--- src/rtl/octdac_pkg.sv ---
package octdac_pkg;

  typedef enum logic [3:0] {
    OP_WR_IN      = 4'h0,
    OP_UPD        = 4'h1,
    OP_WR_UPD_ALL = 4'h2,
    OP_WR_UPD     = 4'h3,
    OP_PWR        = 4'h4,
    OP_CLRSEL     = 4'h5,
    OP_OVR        = 4'h6,
    OP_SRST       = 4'h7,
    OP_REF        = 4'h8
  } op_e;

  localparam logic [3:0] ADDR_ALL = 4'hF;

  function automatic logic [15:0] clr_word(input logic [1:0] sel);
    case (sel)
      2'b00:   clr_word = 16'h0000;
      2'b01:   clr_word = 16'h8000;
      default: clr_word = 16'hFFFF;
    endcase
  endfunction

endpackage

--- src/rtl/octdac_sync.sv ---
module octdac_sync #(
  parameter int W      = 2,
  parameter int STAGES = 2
) (
  input  logic         clk,
  input  logic         rst_n,
  input  logic [W-1:0] d_async,
  output logic [W-1:0] q_sync
);
  logic [W-1:0] stg_q [STAGES];

  always_ff @(posedge clk or negedge rst_n) begin
    if (!rst_n) begin
      for (int s = 0; s < STAGES; s++) stg_q[s] <= '1;
    end else begin
      stg_q[0] <= d_async;
      for (int s = 1; s < STAGES; s++) stg_q[s] <= stg_q[s-1];
    end
  end

  assign q_sync = stg_q[STAGES-1];
endmodule

--- src/rtl/octdac_decode.sv ---
module octdac_decode
  import octdac_pkg::*;
#(
  parameter int NCH = 8
) (
  input  logic           acc,
  input  logic [3:0]     cmd,
  input  logic [3:0]     addr,
  output logic [NCH-1:0] wr_mask,
  output logic [NCH-1:0] upd_mask,
  output logic           pwr_we,
  output logic           csel_we,
  output logic           ovr_we,
  output logic           srst,
  output logic           ref_we
);
  logic [NCH-1:0] sel;

  always_comb begin
    for (int i = 0; i < NCH; i++)
      sel[i] = (addr == ADDR_ALL) || (addr == 4'(i));
  end

  always_comb begin
    wr_mask  = '0;
    upd_mask = '0;
    pwr_we   = 1'b0;
    csel_we  = 1'b0;
    ovr_we   = 1'b0;
    srst     = 1'b0;
    ref_we   = 1'b0;
    if (acc) begin
      case (cmd)
        OP_WR_IN:      wr_mask = sel;
        OP_UPD:        upd_mask = sel;
        OP_WR_UPD_ALL: begin wr_mask = sel; upd_mask = '1; end
        OP_WR_UPD:     begin wr_mask = sel; upd_mask = sel; end
        OP_PWR:        pwr_we  = 1'b1;
        OP_CLRSEL:     csel_we = 1'b1;
        OP_OVR:        ovr_we  = 1'b1;
        OP_SRST:       srst    = 1'b1;
        OP_REF:        ref_we  = 1'b1;
        default:       ;
      endcase
    end
  end
endmodule

--- src/rtl/octdac_chan.sv ---
module octdac_chan #(
  parameter int              RES      = 16,
  parameter logic [RES-1:0]  RST_CODE = '0
) (
  input  logic           clk,
  input  logic           rst_n,
  input  logic           srst,
  input  logic           clr_load,
  input  logic [RES-1:0] clr_code,
  input  logic           wr,
  input  logic [RES-1:0] wr_code,
  input  logic           upd_frame,
  input  logic           auto_en,
  output logic [RES-1:0] dac_q
);
  logic [RES-1:0] in_q;
  logic           pend_q;
  logic           auto_take;

  assign auto_take = pend_q && auto_en;

  always_ff @(posedge clk or negedge rst_n) begin
    if (!rst_n) begin
      in_q   <= RST_CODE;
      dac_q  <= RST_CODE;
      pend_q <= 1'b0;
    end else if (srst) begin
      in_q   <= RST_CODE;
      dac_q  <= RST_CODE;
      pend_q <= 1'b0;
    end else if (clr_load) begin
      in_q   <= clr_code;
      dac_q  <= clr_code;
      pend_q <= 1'b0;
    end else begin
      if (wr) in_q <= wr_code;
      if (upd_frame) begin
        dac_q  <= wr ? wr_code : in_q;
        pend_q <= 1'b0;
      end else begin
        if (auto_take) dac_q <= in_q;
        pend_q <= wr || (pend_q && !auto_en);
      end
    end
  end


  dac_hold_chk: assert property (@(posedge clk) disable iff (!rst_n)
    (!upd_frame && !auto_take && !clr_load && !srst) |=> $stable(dac_q));


  frame_upd_chk: assert property (@(posedge clk) disable iff (!rst_n)
    (upd_frame && !wr && !clr_load && !srst) |=> (dac_q == $past(in_q)));
endmodule

--- src/rtl/octdac_cfg.sv ---
module octdac_cfg #(
  parameter int NCH = 8
) (
  input  logic             clk,
  input  logic             rst_n,
  input  logic             srst,
  input  logic             pwr_we,
  input  logic             csel_we,
  input  logic             ovr_we,
  input  logic             ref_we,
  input  logic [15:0]      data,
  output logic [NCH-1:0]   ovr_q,
  output logic [1:0]       csel_q,
  output logic [2*NCH-1:0] pd_q,
  output logic             ref_q
);
  logic [2*NCH-1:0] pd_d;

  always_comb begin
    pd_d = pd_q;
    for (int i = 0; i < NCH; i++)
      if (pwr_we && data[i]) pd_d[2*i +: 2] = data[9:8];
  end

  always_ff @(posedge clk or negedge rst_n) begin
    if (!rst_n) begin
      ovr_q  <= '0;
      csel_q <= 2'b00;
      pd_q   <= '0;
      ref_q  <= 1'b0;
    end else if (srst) begin
      ovr_q  <= '0;
      csel_q <= 2'b00;
      pd_q   <= '0;
      ref_q  <= 1'b0;
    end else begin
      if (ovr_we)  ovr_q  <= data[NCH-1:0];
      if (csel_we) csel_q <= data[1:0];
      if (ref_we)  ref_q  <= data[0];
      pd_q <= pd_d;
    end
  end


  pd_hold_chk: assert property (@(posedge clk) disable iff (!rst_n)
    (!pwr_we && !srst) |=> $stable(pd_q));


  srst_cfg_chk: assert property (@(posedge clk) disable iff (!rst_n)
    srst |=> (ovr_q == '0 && csel_q == 2'b00 && pd_q == '0 && !ref_q));
endmodule

--- src/rtl/octdac_regctl.sv ---
module octdac_regctl
  import octdac_pkg::*;
#(
  parameter int NCH         = 8,
  parameter int RES         = 16,
  parameter bit RST_MID     = 1'b0,
  parameter int SYNC_STAGES = 2
) (
  input  logic               clk,
  input  logic               rst_n,
  input  logic               frm_valid,
  output logic               frm_ready,
  input  logic [3:0]         frm_cmd,
  input  logic [3:0]         frm_addr,
  input  logic [15:0]        frm_data,
  input  logic               load_n,
  input  logic               clr_n,
  output logic [NCH*RES-1:0] dac_codes,
  output logic [2*NCH-1:0]   pd_modes,
  output logic               ref_en
);
  localparam logic [RES-1:0] RST_CODE = RST_MID ? {1'b1, {(RES-1){1'b0}}} : '0;

  logic [1:0]     pins_s;
  logic           load_s, clr_s;
  logic           acc;
  logic [NCH-1:0] wr_mask, upd_mask, ovr;
  logic           pwr_we, csel_we, ovr_we, srst, ref_we;
  logic [1:0]     csel;
  logic [15:0]    clr_full;
  logic [RES-1:0] clr_code, wr_code;
  logic           clr_load;

  octdac_sync #(.W(2), .STAGES(SYNC_STAGES)) u_sync (
    .clk(clk), .rst_n(rst_n), .d_async({clr_n, load_n}), .q_sync(pins_s)
  );
  assign load_s = pins_s[0];
  assign clr_s  = pins_s[1];

  assign frm_ready = clr_s;
  assign acc       = frm_valid && frm_ready;

  octdac_decode #(.NCH(NCH)) u_dec (
    .acc(acc), .cmd(frm_cmd), .addr(frm_addr),
    .wr_mask(wr_mask), .upd_mask(upd_mask),
    .pwr_we(pwr_we), .csel_we(csel_we), .ovr_we(ovr_we),
    .srst(srst), .ref_we(ref_we)
  );

  octdac_cfg #(.NCH(NCH)) u_cfg (
    .clk(clk), .rst_n(rst_n), .srst(srst),
    .pwr_we(pwr_we), .csel_we(csel_we), .ovr_we(ovr_we), .ref_we(ref_we),
    .data(frm_data),
    .ovr_q(ovr), .csel_q(csel), .pd_q(pd_modes), .ref_q(ref_en)
  );

  assign clr_full = clr_word(csel);
  assign clr_code = clr_full[15 -: RES];
  assign wr_code  = frm_data[15 -: RES];
  assign clr_load = !clr_s && (csel != 2'b11);

  for (genvar g = 0; g < NCH; g++) begin : g_ch
    octdac_chan #(.RES(RES), .RST_CODE(RST_CODE)) u_ch (
      .clk(clk), .rst_n(rst_n), .srst(srst),
      .clr_load(clr_load), .clr_code(clr_code),
      .wr(wr_mask[g]), .wr_code(wr_code),
      .upd_frame(upd_mask[g]),
      .auto_en(!load_s || ovr[g]),
      .dac_q(dac_codes[g*RES +: RES])
    );
  end


  reserved_cmd_chk: assert property (@(posedge clk) disable iff (!rst_n)
    (acc && frm_cmd >= 4'h9) |=> ($stable(pd_modes) && $stable(ref_en)));


  clr_block_chk: assert property (@(posedge clk) disable iff (!rst_n)
    (frm_valid && !frm_ready) |=> ($stable(pd_modes) && $stable(ref_en)));
endmodule

--- config.mk ---
export PLATFORM = sky130hd
export DESIGN_NAME = octdac_regctl
export DESIGN_NICKNAME = d
export VERILOG_FILES = /design/src/rtl/octdac_pkg.sv /design/src/rtl/octdac_sync.sv /design/src/rtl/octdac_decode.sv /design/src/rtl/octdac_chan.sv /design/src/rtl/octdac_cfg.sv /design/src/rtl/octdac_regctl.sv
export SDC_FILE = /design/constraint.sdc
export NUM_CORES = 1
export LEC_CHECK = 0
export ABC_AREA = 1
export BUFFER_PORTS_ARGS = -buffer_cell sky130_fd_sc_hd__buf_2
export CORE_MARGIN = 3
export CORE_UTILIZATION = 50
export CTS_BUF_LIST = sky130_fd_sc_hd__clkbuf_16
export DETAILED_ROUTE_END_ITERATION = 8
export HOLD_SLACK_MARGIN = 0.1
export PLACE_DENSITY = 0.67
export SLEW_MARGIN = 20
export SYNTH_ARGS = -nofsm -noshare
export SYNTH_HDL_FRONTEND = slang
export SYNTH_SLANG_ARGS = --single-unit
--- constraint.sdc ---
create_clock -name clk -period 3.7 [get_ports clk]
set_input_delay 0.185 -clock clk [delete_from_list [all_inputs] [get_ports clk]]
set_output_delay 0.185 -clock clk [all_outputs]
set_load 0.01 [all_outputs]
==> flow_summary.json, run 1 <==
{
  "grt_usage_pct": 26.0,
  "status": "complete, no violations",
  "place.gp.congestion": 0.821,
  "io_buffers": 174,
  "crit_arrival_ns": 3.08,
  "fillCellCount": 2756,
  "clock.fmax_ghz": 0.372,
  "cap_violations": 0,
  "setup_slack_ns": 1.01,
  "routedWlPerCell_um": 16.3,
  "detail_route.vias_per_cell": 5.23,
  "cts_root_buf": "clkbuf_16",
  "netlist-cell-type-count": 30,
  "synth_seq_cells": 295,
  "synth-seq-area-share_pct": 49.1,
  "grt_max_degree": 110,
  "timing_hold_violations_final": 0,
  "grt_overflow": 0,
  "ys_warn_count": 0,
  "clock_path_buffers": 3,
  "final.min_clock_period_ns": 2.69,
  "grt_pass1_wl_um": 69800,
  "reg2reg_to": "g_ch[0].u_ch.dac_q[6]$_DFFE_PN0P_",
  "ys_dominant_reg_cell": "dfrtp_1",
  "leakage_nw": 10.2,
  "ant_nets": 0,
  "tritoncts": "yes",
  "drive_gt1_share_pct": 14.6,
  "die_area_um2": 32200,
  "drt_iter0_drc": 1200,
  "ys_top_cells_by_area": "dfrtp_1 (48%), nand2_1 (28%), nand3_1 (9.1%)",
  "fin_crit_sh_pct": 72.7,
  "worstPathRequired_ns": 4.09,
  "startpoint_type": "flip-flop",
  "r2r_cells": 9,
  "hpwlAfterDp_um": 25900,
  "drc": 0,
  "insertion_delay_ns": 0.51,
  "path_class": "reg -> reg",
  "netlist_area_um2": 15000,
  "die_w_um": 179,
  "core.rowCount": 62,
  "cts_setup_buffers": 0,
  "area.growth.synth_to_final_pct": 14.1,
  "wl_um": 42500,
  "clock_skew_ns": 0.0153,
  "vias": 13600,
  "cts_htree_levels": 2,
  "numCtsBuffers": 34,
  "synth_fp_nets": 2110,
  "first_pass_iters": 5,
  "final_nets": 2228,
  "maxSlewHeadroom_pct": 34.1,
  "antenna_found_initial": 4,
  "num_antenna_cells": 0,
  "grt_pass1_vias": 13100,
  "min_path_type": "in -> reg",
  "netlist_top_cells_count": "nand2_1 (1102), dfrtp_1 (291), nand3_1 (272)",
  "tightest_slew_ns": 0.987,
  "io_pins": 175,
  "synth.top_cell.area_share_pct": 48.4,
  "rsz0062_at_grt": "false",
  "slew_viol_final": 0,
  "cts.sinks": 295,
  "setup.worst_path.start": "u_sync.q_sync[1]$_DFF_PN1_",
  "start_util_pct": 51.6,
  "synth_enable_flop_cells": 0,
  "post_synth.cell_area_avg_um2": 7.23,
  "regToRegSetupSlack_ns": 1.01,
  "preCtsSetupSlack_ns": 1.10,
  "syn_inst": 2081,
  "min_from": "frm_cmd[3]",
  "die_h_um": 179,
  "r2r-start": "u_sync.q_sync[1]$_DFF_PN1_",
  "p_per_area_nw_per_um2": 589,
  "setup_viol": 0,
  "hold_path_depth": 6,
  "synth_top_area_cell": "dfrtp_1",
  "clk_pin_slew_worst_paths_ns": 0.06,
  "core_area_um2": 29200,
  "min_to": "u_cfg.ref_q$_DFFE_PN0P_",
  "setup-tns-final_ns": 0,
  "async_flop_share_pct": 100,
  "ir_drop_uv": 378,
  "end_kind": "flip-flop",
  "crit_fanout": 48,
  "yosysMostFrequentCell": "nand2_1",
  "final_util_pct": 58.8
}
per-stage QoR:
step | hold WS (ns) | total power (W) | cells | instance area, um^2
after global routing | 0.155 | 0.0108 | 2609 | 17200
after CTS | 0.107 | 0.0102 | 2609 | 17200
final | 0.123 | 0.0101 | 2609 | 17200
after floorplan | -0.111 | 0.00586 | 2081 | 15000
after global placement | 0.290 | 0.00666 | 2540 | 15900
after detailed placement | 0.291 | 0.00672 | 2540 | 15900
flip-flops by register name (all words and copies together) (netlist names), 2 cells and up:
signal	cells
g_ch.u_ch.dac_q	128
g_ch.u_ch.in_q	128
u_cfg.pd_q	16
g_ch.u_ch.pend_q	8
u_cfg.ovr_q	8
u_cfg.csel_q	2
u_sync.q_sync	2
u_sync.stg_q	2
metal layers:
metal | global-route usage (%) | share of wire [%] | vias to the layer above | wire (um)
li1 | - | - | 6658 | -
met2 | 40.1 | 45 | 496 | 19100
met4 | 7.05 | 2.6 | 8 | 1110
met1 | 37.8 | 44 | 6395 | 18800
met3 | 4.99 | 8.0 | 77 | 3400
met5 | 0 | 0.11 | - | 48
where the power goes:
group	switching, W	leakage, nW	internal (W)
sequential	0.000361	3.65	0.00389
clock	0.00135	0.576	0.00208
combinational	0.00157	5.96	0.000856
how the worst max path moves through the flow:
stage / to / slack [ns] / cells after the start
after global routing: g_ch[0].u_ch.dac_q[6]$_DFFE_PN0P_ / 0.84 / 9
after CTS: g_ch[0].u_ch.dac_q[6]$_DFFE_PN0P_ / 1.07 / 9
final: g_ch[0].u_ch.dac_q[6]$_DFFE_PN0P_ / 1.01 / 9
after detailed placement: g_ch[0].u_ch.dac_q[11]$_DFFE_PN0P_ / 1.10 / 9
after floorplan: g_ch[3].u_ch.in_q[10]$_DFF_PN0_ / 1.92 / 10
after global placement: g_ch[0].u_ch.dac_q[14]$_DFFE_PN0P_ / 1.12 / 9
cells in the final DEF, fill, tap and decap left out, types with 8 or more instances in the layout:
master	instances
a31oi_1	16
dfrtp_1	291
nand2_4	17
nand2_2	16
nor2_1	17
clkbuf_16	37
inv_1	143
inv_2	27
buf_2	173
clkinv_2	8
buf_4	11
nand3_1	272
nand2_1	1102
o21ai_0	34
nand3_2	9
cells by family after synthesis:
| logic type | Yosys count | synth area share, % |
|---|---|---|
| flops | 295 | 49.1 |
| buf+inv | 282 | 8.34 |
| simple gates | 1443 | 40.2 |
| compound gates | 61 | 2.30 |
worst max-delay path, stage by stage (launching register included):
cell	delay [ns]
dfstp_2	0.56
nand2_2	0.14
nor2_8	0.66
nand2_1	0.63
nand2_1	0.19
nand3_1	0.11
nand2_1	0.08
nand2_1	0.06
nand2_1	0.07
nand2_1	0.06
layout make-up:
| cell class | instances | area, um^2 | area share (%) |
|---|---|---|---|
| clock buffer | 37 | 926 | 5.40 |
| clock inverter | 25 | 216 | 1.26 |
| inverter | 168 | 636 | 3.70 |
| multi-input combinational | 1504 | 6400 | 37.3 |
| sequential | 295 | 7390 | 43.1 |
| tap | 384 | 480 | 2.80 |
| timing repair buffer | 196 | 1110 | 6.49 |
timing repair:
| action | in CTS | in global routing |
|---|---|---|
| hold buffers | 7 | 0 |
| gates resized for setup | 0 | 0 |
| endpoints found under the hold margin | 111 | 0 |
(Power assumes the default switching activity.)
==> run 2: changes to the inputs <==
--- a/config.mk
+++ b/config.mk
@@ -12,7 +12,7 @@
 export CTS_BUF_LIST = sky130_fd_sc_hd__clkbuf_16
 export DETAILED_ROUTE_END_ITERATION = 8
 export HOLD_SLACK_MARGIN = 0.1
-export PLACE_DENSITY = 0.67
+export PLACE_DENSITY = 0.7
 export SLEW_MARGIN = 20
 export SYNTH_ARGS = -nofsm -noshare
 export SYNTH_HDL_FRONTEND = slang
==> constraint.sdc (replaced) <==
create_clock -name clk -period 2.42 [get_ports clk]
set_input_delay 0.121 -clock clk [delete_from_list [all_inputs] [get_ports clk]]
set_output_delay 0.121 -clock clk [all_outputs]
set_load 0.01 [all_outputs]
==> run 2 against run 1 <==
Net effect:
- first-iteration DRC count up 24%
- die area is the same
- critical path depth down 2
- register-to-register slack worse by 0.86 ns
- sequential power is 53% higher
- total power rose by 52%
- non-clock buffer count rose by 21
- critical path type unchanged
- highest routed layer unchanged
- sequential share of layout area fell by 0.46 points
==> flow_summary.json, run 2 (synthesized netlist as in run 1, its figures left out) <==
{
  "path_class": "reg -> reg",
  "clock_skew_ns": 0.0103,
  "numCtsBuffers": 34,
  "grt_max_degree": 77,
  "p_switching_w": 0.00503,
  "maxSlewHeadroom_pct": 45.2,
  "switching_share_pct": 32.7,
  "grt_pass1_vias": 13100,
  "insertion_delay_ns": 0.51,
  "detail_route.vias_per_cell": 5.27,
  "placed_cells": 2558,
  "setup-tns-final_ns": 0,
  "final-instance-count-excl-fill": 2627,
  "clock_path_buffers": 3,
  "rsz0062_at_grt": "false",
  "min_path_type": "in -> reg",
  "fin_hold_ws_ns": 0.132,
  "core_area_um2": 29200,
  "num_antenna_cells": 0,
  "p_clk_share_pct": 33.2,
  "final_common_cell": "nand2_1",
  "fin_crit_sh_pct": 93.6,
  "antenna_found_initial": 4,
  "tightest_slew_ns": 0.821,
  "slew_viol_final": 0,
  "grt_overflow": 0,
  "die_area_um2": 32200,
  "wl_um": 42700,
  "grt_usage_pct": 26.1,
  "design_area_um2": 17300,
  "status": "complete, no violations",
  "pwr-share-seq_pct": 42.2,
  "die_h_um": 179,
  "tritoncts": "yes",
  "clock.fmax_ghz": 0.442,
  "end_kind": "flip-flop",
  "p_per_area_nw_per_um2": 888,
  "cts_htree_levels": 2,
  "cts.sinks": 295,
  "core.rowCount": 62,
  "setup_slack_ns": 0.156,
  "place.gp.congestion": 0.854,
  "drive_gt1_share_pct": 15.3,
  "area.growth.synth_to_final_pct": 15.3,
  "drt_iter0_drc": 1488,
  "mostFrequentLayoutCells": "nand2_1 (1102), dfrtp_1 (291), nand3_1 (272)",
  "start_util_pct": 51.6,
  "vias": 13900,
  "final.min_clock_period_ns": 2.26,
  "startpoint_type": "flip-flop",
  "first_pass_iters": 6,
  "pwr-share-comb_pct": 24.6,
  "cap_violations": 0,
  "final_nets": 2249,
  "io_pins": 175,
  "leakage_nw": 10.3,
  "die_w_um": 179,
  "worstPathRequired_ns": 2.80,
  "power.internal_w": 0.0104,
  "crit_fanout": 23,
  "drc": 0,
  "preCtsSetupSlack_ns": 0.302,
  "ir_drop_uv": 565,
  "clk_pin_slew_worst_paths_ns": 0.06,
  "ant_nets": 0,
  "crit_arrival_ns": 2.65,
  "grt_pass1_wl_um": 69700,
  "io_buffers": 174,
  "routedWlPerCell_um": 16.3,
  "setup_viol": 0,
  "hpwlAfterDp_um": 26700,
  "cts_root_buf": "clkbuf_16",
  "timing_hold_violations_final": 0,
  "largestRegisters": "g_ch.u_ch.dac_q: 128 flops, g_ch.u_ch.in_q: 128 flops, u_cfg.pd_q: 16 flops",
  "post_dp_cell_area_um2": 16100
}
==> run 2: cell types whose count changed in the layout (fill, tap and decap cells not counted), sizes merged <==
| cell | previous run | this run |
|---|---|---|
| buf | 189 | 207 |
| inv | 172 | 174 |
| bufinv | 4 | 3 |
| clkinv | 15 | 11 |
| dlygate4sd3 | 7 | 10 |
==> run 2: critical path, cell delays in order, from the launching register on <==
cell           delay [ns]
dfstp_2              0.56
nand2_2              0.14
nor2_2               0.19
nand3_2              0.21
buf_4                0.29
nand2_1              0.11
o21ai_0              0.08
dlygate4sd3_1        0.57
==> run 2: routing by layer <==
layer  up-vias  GRT usage (%)  share of wire, %
met5         -              0              0.14
met1      6430           36.7                43
met3       124           5.86               8.8
met4         8           8.85               3.5
met2       592           40.1                44
li1       6699              -                 -
==> run 2: power groups by stage <==
stage	combinational, W	clock (W)	sequential (W)
final	0.00378	0.00512	0.00649
after global placement	0.00368	0	0.00654
after global routing	0.00431	0.00541	0.00661
after detailed placement	0.00376	0	0.00655
after floorplan	0.00220	0	0.00676
after CTS	0.00380	0.00521	0.00649
==> run 2: layout make-up <==
class / count / area (um^2)
clock buffers: 37 / 926
clock inverters: 22 / 181
fillers: 2696 / 11800
inverters: 168 / 636
multi-input cells: 1504 / 6400
flip-flops and latches: 295 / 7390
well taps: 384 / 480
repair buffers: 217 / 1330
==> run 2: worst paths after layout <==
kind	from	to	slack (ns)	depth (start not counted)
max	u_sync.q_sync[1]$_DFF_PN1_	u_cfg.csel_q[1]$_DFFE_PN0P_	0.16	7
min	frm_data[10]	g_ch[7].u_ch.in_q[10]$_DFF_PN0_	0.13	3
max reg2reg	u_sync.q_sync[1]$_DFF_PN1_	u_cfg.csel_q[1]$_DFFE_PN0P_	0.16	7
min reg2reg	u_sync.stg_q[3]$_DFF_PN1_	u_sync.q_sync[1]$_DFF_PN1_	0.36	0
max in group asynchronous	rst_n	u_sync.q_sync[0]$_DFF_PN1_	1.42	3
min in group asynchronous	rst_n	g_ch[3].u_ch.dac_q[13]$_DFFE_PN0P_	0.19	2
==> run 2: repair_timing <==
item / in CTS / in global routing
hold buffers: 10 / 0
endpoints found under the hold margin: 150 / 0
setup buffers: 0 / 0
resized for setup: 0 / 1
endpoints found under the setup margin: 0 / 1
==> run 2: per-stage QoR <==
stage	utilization (%)	total power (W)
floorplan	-	0.00896
global placement	55.3	0.0102
detailed placement	55.3	0.0103
CTS	59.4	0.0155
global route	59.5	0.0163
finish	59.5	0.0154
==> run 3: changes to the inputs <==
--- a/config.mk
+++ b/config.mk
@@ -11,9 +11,11 @@
 export CORE_UTILIZATION = 50
 export CTS_BUF_LIST = sky130_fd_sc_hd__clkbuf_16
 export DETAILED_ROUTE_END_ITERATION = 8
+export GPL_ROUTABILITY_DRIVEN = 0
 export HOLD_SLACK_MARGIN = 0.1
-export PLACE_DENSITY = 0.7
+export PLACE_DENSITY = 0.69
 export SLEW_MARGIN = 20
 export SYNTH_ARGS = -nofsm -noshare
 export SYNTH_HDL_FRONTEND = slang
+export SYNTH_HIERARCHICAL = 1
 export SYNTH_SLANG_ARGS = --single-unit
==> run 3 against run 2 <==
Net effect:
- synthesized cell count rose by 21%
- sequential share of layout area shrank 4.1 points
- flip-flop and latch count is the same
- final cell count grew 18%
- non-clock buffer count rose by 17
- area after synthesis rose by 12%
- total power decreased by 6.6%
- worst setup slack improved by 0.0018 ns
- fmax about the same
- critical path depth is 3 higher
- count of clock-buffer cells in the layout is the same
- register-to-register slack barely moved
- critical endpoint is now g_ch[6].u_ch/dac_q[7]$_DFFE_PN0P_
- largest cell class is now multi-input gates
- largest power group unchanged
- highest routed layer unchanged
==> flow_summary.json, run 3 <==
{
  "vias": 16400,
  "grt_usage_pct": 27.6,
  "async_flop_share_pct": 100,
  "rsz0062_at_grt": "false",
  "synth-seq-area-share_pct": 43.8,
  "crit_path_max_incr_delay_ns": 0.52,
  "end_kind": "flip-flop",
  "path_cells": "nand2_1 > inv_1 > nand3_1 > nor3_4 > buf_12 > buf_4 > nor2_4 > buf_12 > nand2_1 > nand2_1",
  "ys_dominant_reg_cell": "dfrtp_1",
  "synth_top_area_cell": "dfrtp_1",
  "timing_hold_violations_final": 0,
  "cts.sinks": 295,
  "tritoncts": "yes",
  "clock.fmax_ghz": 0.442,
  "die_h_um": 190,
  "crit_path_frequent_cell": "nand2_1",
  "maxSlewHeadroom_pct": 45.4,
  "clock_skew_ns": 0.0130,
  "wl_um": 49800,
  "pwr-share-comb_pct": 22.9,
  "synth_seq_cells": 295,
  "core.rowCount": 66,
  "drc": 0,
  "p_total_w": 0.0144,
  "core_area_um2": 32900,
  "tightest_slew_ns": 0.817,
  "slew_viol_final": 0,
  "mostFrequentLayoutCells": "nand2_1 (1382), dfrtp_1 (290), nor2_1 (274)",
  "min_path_type": "in -> reg",
  "crit_arrival_ns": 2.65,
  "cts_root_buf": "clkbuf_16",
  "setup-tns-final_ns": 0,
  "synth_fp_nets": 2537,
  "largestRegisters": "g_ch.u_ch/dac_q: 128 flops, g_ch.u_ch/in_q: 128 flops, u_cfg/pd_q: 16 flops",
  "design_area_um2": 19200,
  "netlist_top_cells_count": "nand2_1 (1382), dfrtp_1 (291), nor2_1 (274)",
  "final.min_clock_period_ns": 2.26,
  "path_class": "reg -> reg",
  "grt_pass1_wl_um": 80500,
  "detail_route.vias_per_cell": 5.27,
  "area.growth.synth_to_final_pct": 13.8,
  "ys_top_cells_by_area": "dfrtp_1 (43%), nand2_1 (31%), nor2_1 (6.1%)",
  "die_w_um": 190,
  "grt_max_degree": 123,
  "p_switching_w": 0.00465,
  "clock_path_buffers": 3,
  "drt_iter0_drc": 1697,
  "fin_hold_ws_ns": 0.124,
  "critPathBufInv": 4,
  "grt_pass1_vias": 15400,
  "grt_overflow": 0,
  "cts_resized": 0,
  "crit_fanout": 33,
  "ir_drop_uv": 485,
  "startpoint_type": "flip-flop",
  "io_buffers": 174,
  "final_nets": 2671,
  "netlist-cell-type-count": 23,
  "synth.top_cell.area_share_pct": 43.2,
  "clk_pin_slew_worst_paths_ns": 0.06,
  "cts_htree_levels": 2,
  "status": "complete, no violations",
  "io_pins": 175,
  "worstPathRequired_ns": 2.81,
  "start_util_pct": 51.3,
  "switching_share_pct": 32.3,
  "insertion_delay_ns": 0.51,
  "post_dp_cell_area_um2": 17900,
  "syn_inst": 2508,
  "hpwlAfterDp_um": 30300,
  "leakage_nw": 10.6,
  "power.internal_w": 0.00972,
  "pwr-share-seq_pct": 43.0,
  "netlist_area_um2": 16900,
  "crit_slowest_cell": "dfstp_2",
  "fin_crit_sh_pct": 93.5,
  "regToRegSetupSlack_ns": 0.16,
  "routedWlPerCell_um": 16.0,
  "ant_nets": 0,
  "yosysMostFrequentCell": "nand2_1",
  "final_common_cell": "nand2_1",
  "post_synth.cell_area_avg_um2": 6.73,
  "ys_warn_count": 6,
  "cp_top_family": "buffers and inverters",
  "antenna_found_initial": 4,
  "die_area_um2": 36000,
  "drive_gt1_share_pct": 12.4,
  "p_clk_share_pct": 34.1,
  "synth_enable_flop_cells": 0,
  "first_pass_iters": 6,
  "numCtsBuffers": 35,
  "setup_viol": 0,
  "p_per_area_nw_per_um2": 748,
  "cap_violations": 0
}
[run 3: timing repair]
item | in CTS | in global routing
setup endpoints to repair | 0 | 40
buffers inserted | 0 | 6
hold buffers | 11 | 0
hold endpoints to repair | 278 | 0
[run 3: kinds of logic (layout without fill, tap and decap cells)]
kind of cell / count (synthesis) / in the layout / share of synthesized area [%]
simple gates: 1861 / 1861 / 45.1
flops: 295 / 295 / 43.8
buf+inv: 201 / 359 / 6.61
compound gates: 151 / 151 / 4.48
other cells: 0 / 4 / 0
[run 3: area by class of cell]
| type | count | area (um^2) |
|---|---|---|
| Clock inverter | 24 | 121 |
| Sequential cell | 295 | 7390 |
| Antenna cell | 4 | 10.0 |
| Clock buffer | 37 | 926 |
| Inverter | 64 | 241 |
| Tap cell | 442 | 553 |
| Multi-Input combinational cell | 2012 | 8420 |
| Fill cell | 3068 | 13700 |
| Timing Repair Buffer | 234 | 1530 |
[run 3: per-layer routing]
metal	GRT usage [%]	part of all wire, %
met4	10.2	3.7
met3	4.20	7.5
met5	0	0.014
met2	43.7	45
met1	38.6	44
[run 3: path summary, 6_finish.rpt]
| check | start | end | cells after the start |
|---|---|---|---|
| max | u_sync/q_sync[1]$_DFF_PN1_ | g_ch[6].u_ch/dac_q[7]$_DFFE_PN0P_ | 10 |
| min | frm_data[8] | u_cfg/pd_q[8]$_DFFE_PN0P_ | 5 |
| min reg2reg | u_sync/stg_q[3]$_DFF_PN1_ | u_sync/q_sync[1]$_DFF_PN1_ | 0 |
| max reg2reg | u_sync/q_sync[1]$_DFF_PN1_ | g_ch[6].u_ch/dac_q[7]$_DFFE_PN0P_ | 10 |
| min in group asynchronous | rst_n | g_ch[7].u_ch/dac_q[8]$_DFFE_PN0P_ | 2 |
| max in group asynchronous | rst_n | g_ch[2].u_ch/dac_q[6]$_DFFE_PN0P_ | 3 |
[run 3: power groups by stage]
stage / clock (W) / combinational (W) / sequential (W)
after CTS: 0.00501 / 0.00328 / 0.00618
after floorplan: 0 / 0.00193 / 0.00638
after detailed placement: 0 / 0.00325 / 0.00625
after global routing: 0.00522 / 0.00376 / 0.00628
after global placement: 0 / 0.00317 / 0.00623
final: 0.00490 / 0.00330 / 0.00618
[run 3: worst min-delay path, cell delays in order]
cell	delay, ns
buf_2	0.11
inv_1	0.05
nor2_1	0.17
nand2_1	0.11
nand2_1	0.04
[run 3: metrics by stage]
step                setup WS (ns)  util (%)  cells
floorplan                   0.182         -   2508
global placement            0.148      54.5   3030
detailed placement          0.102      54.5   3030
CTS                        0.0774      58.1   3102
global route              0.00612      58.4   3111
finish                      0.158      58.4   3112
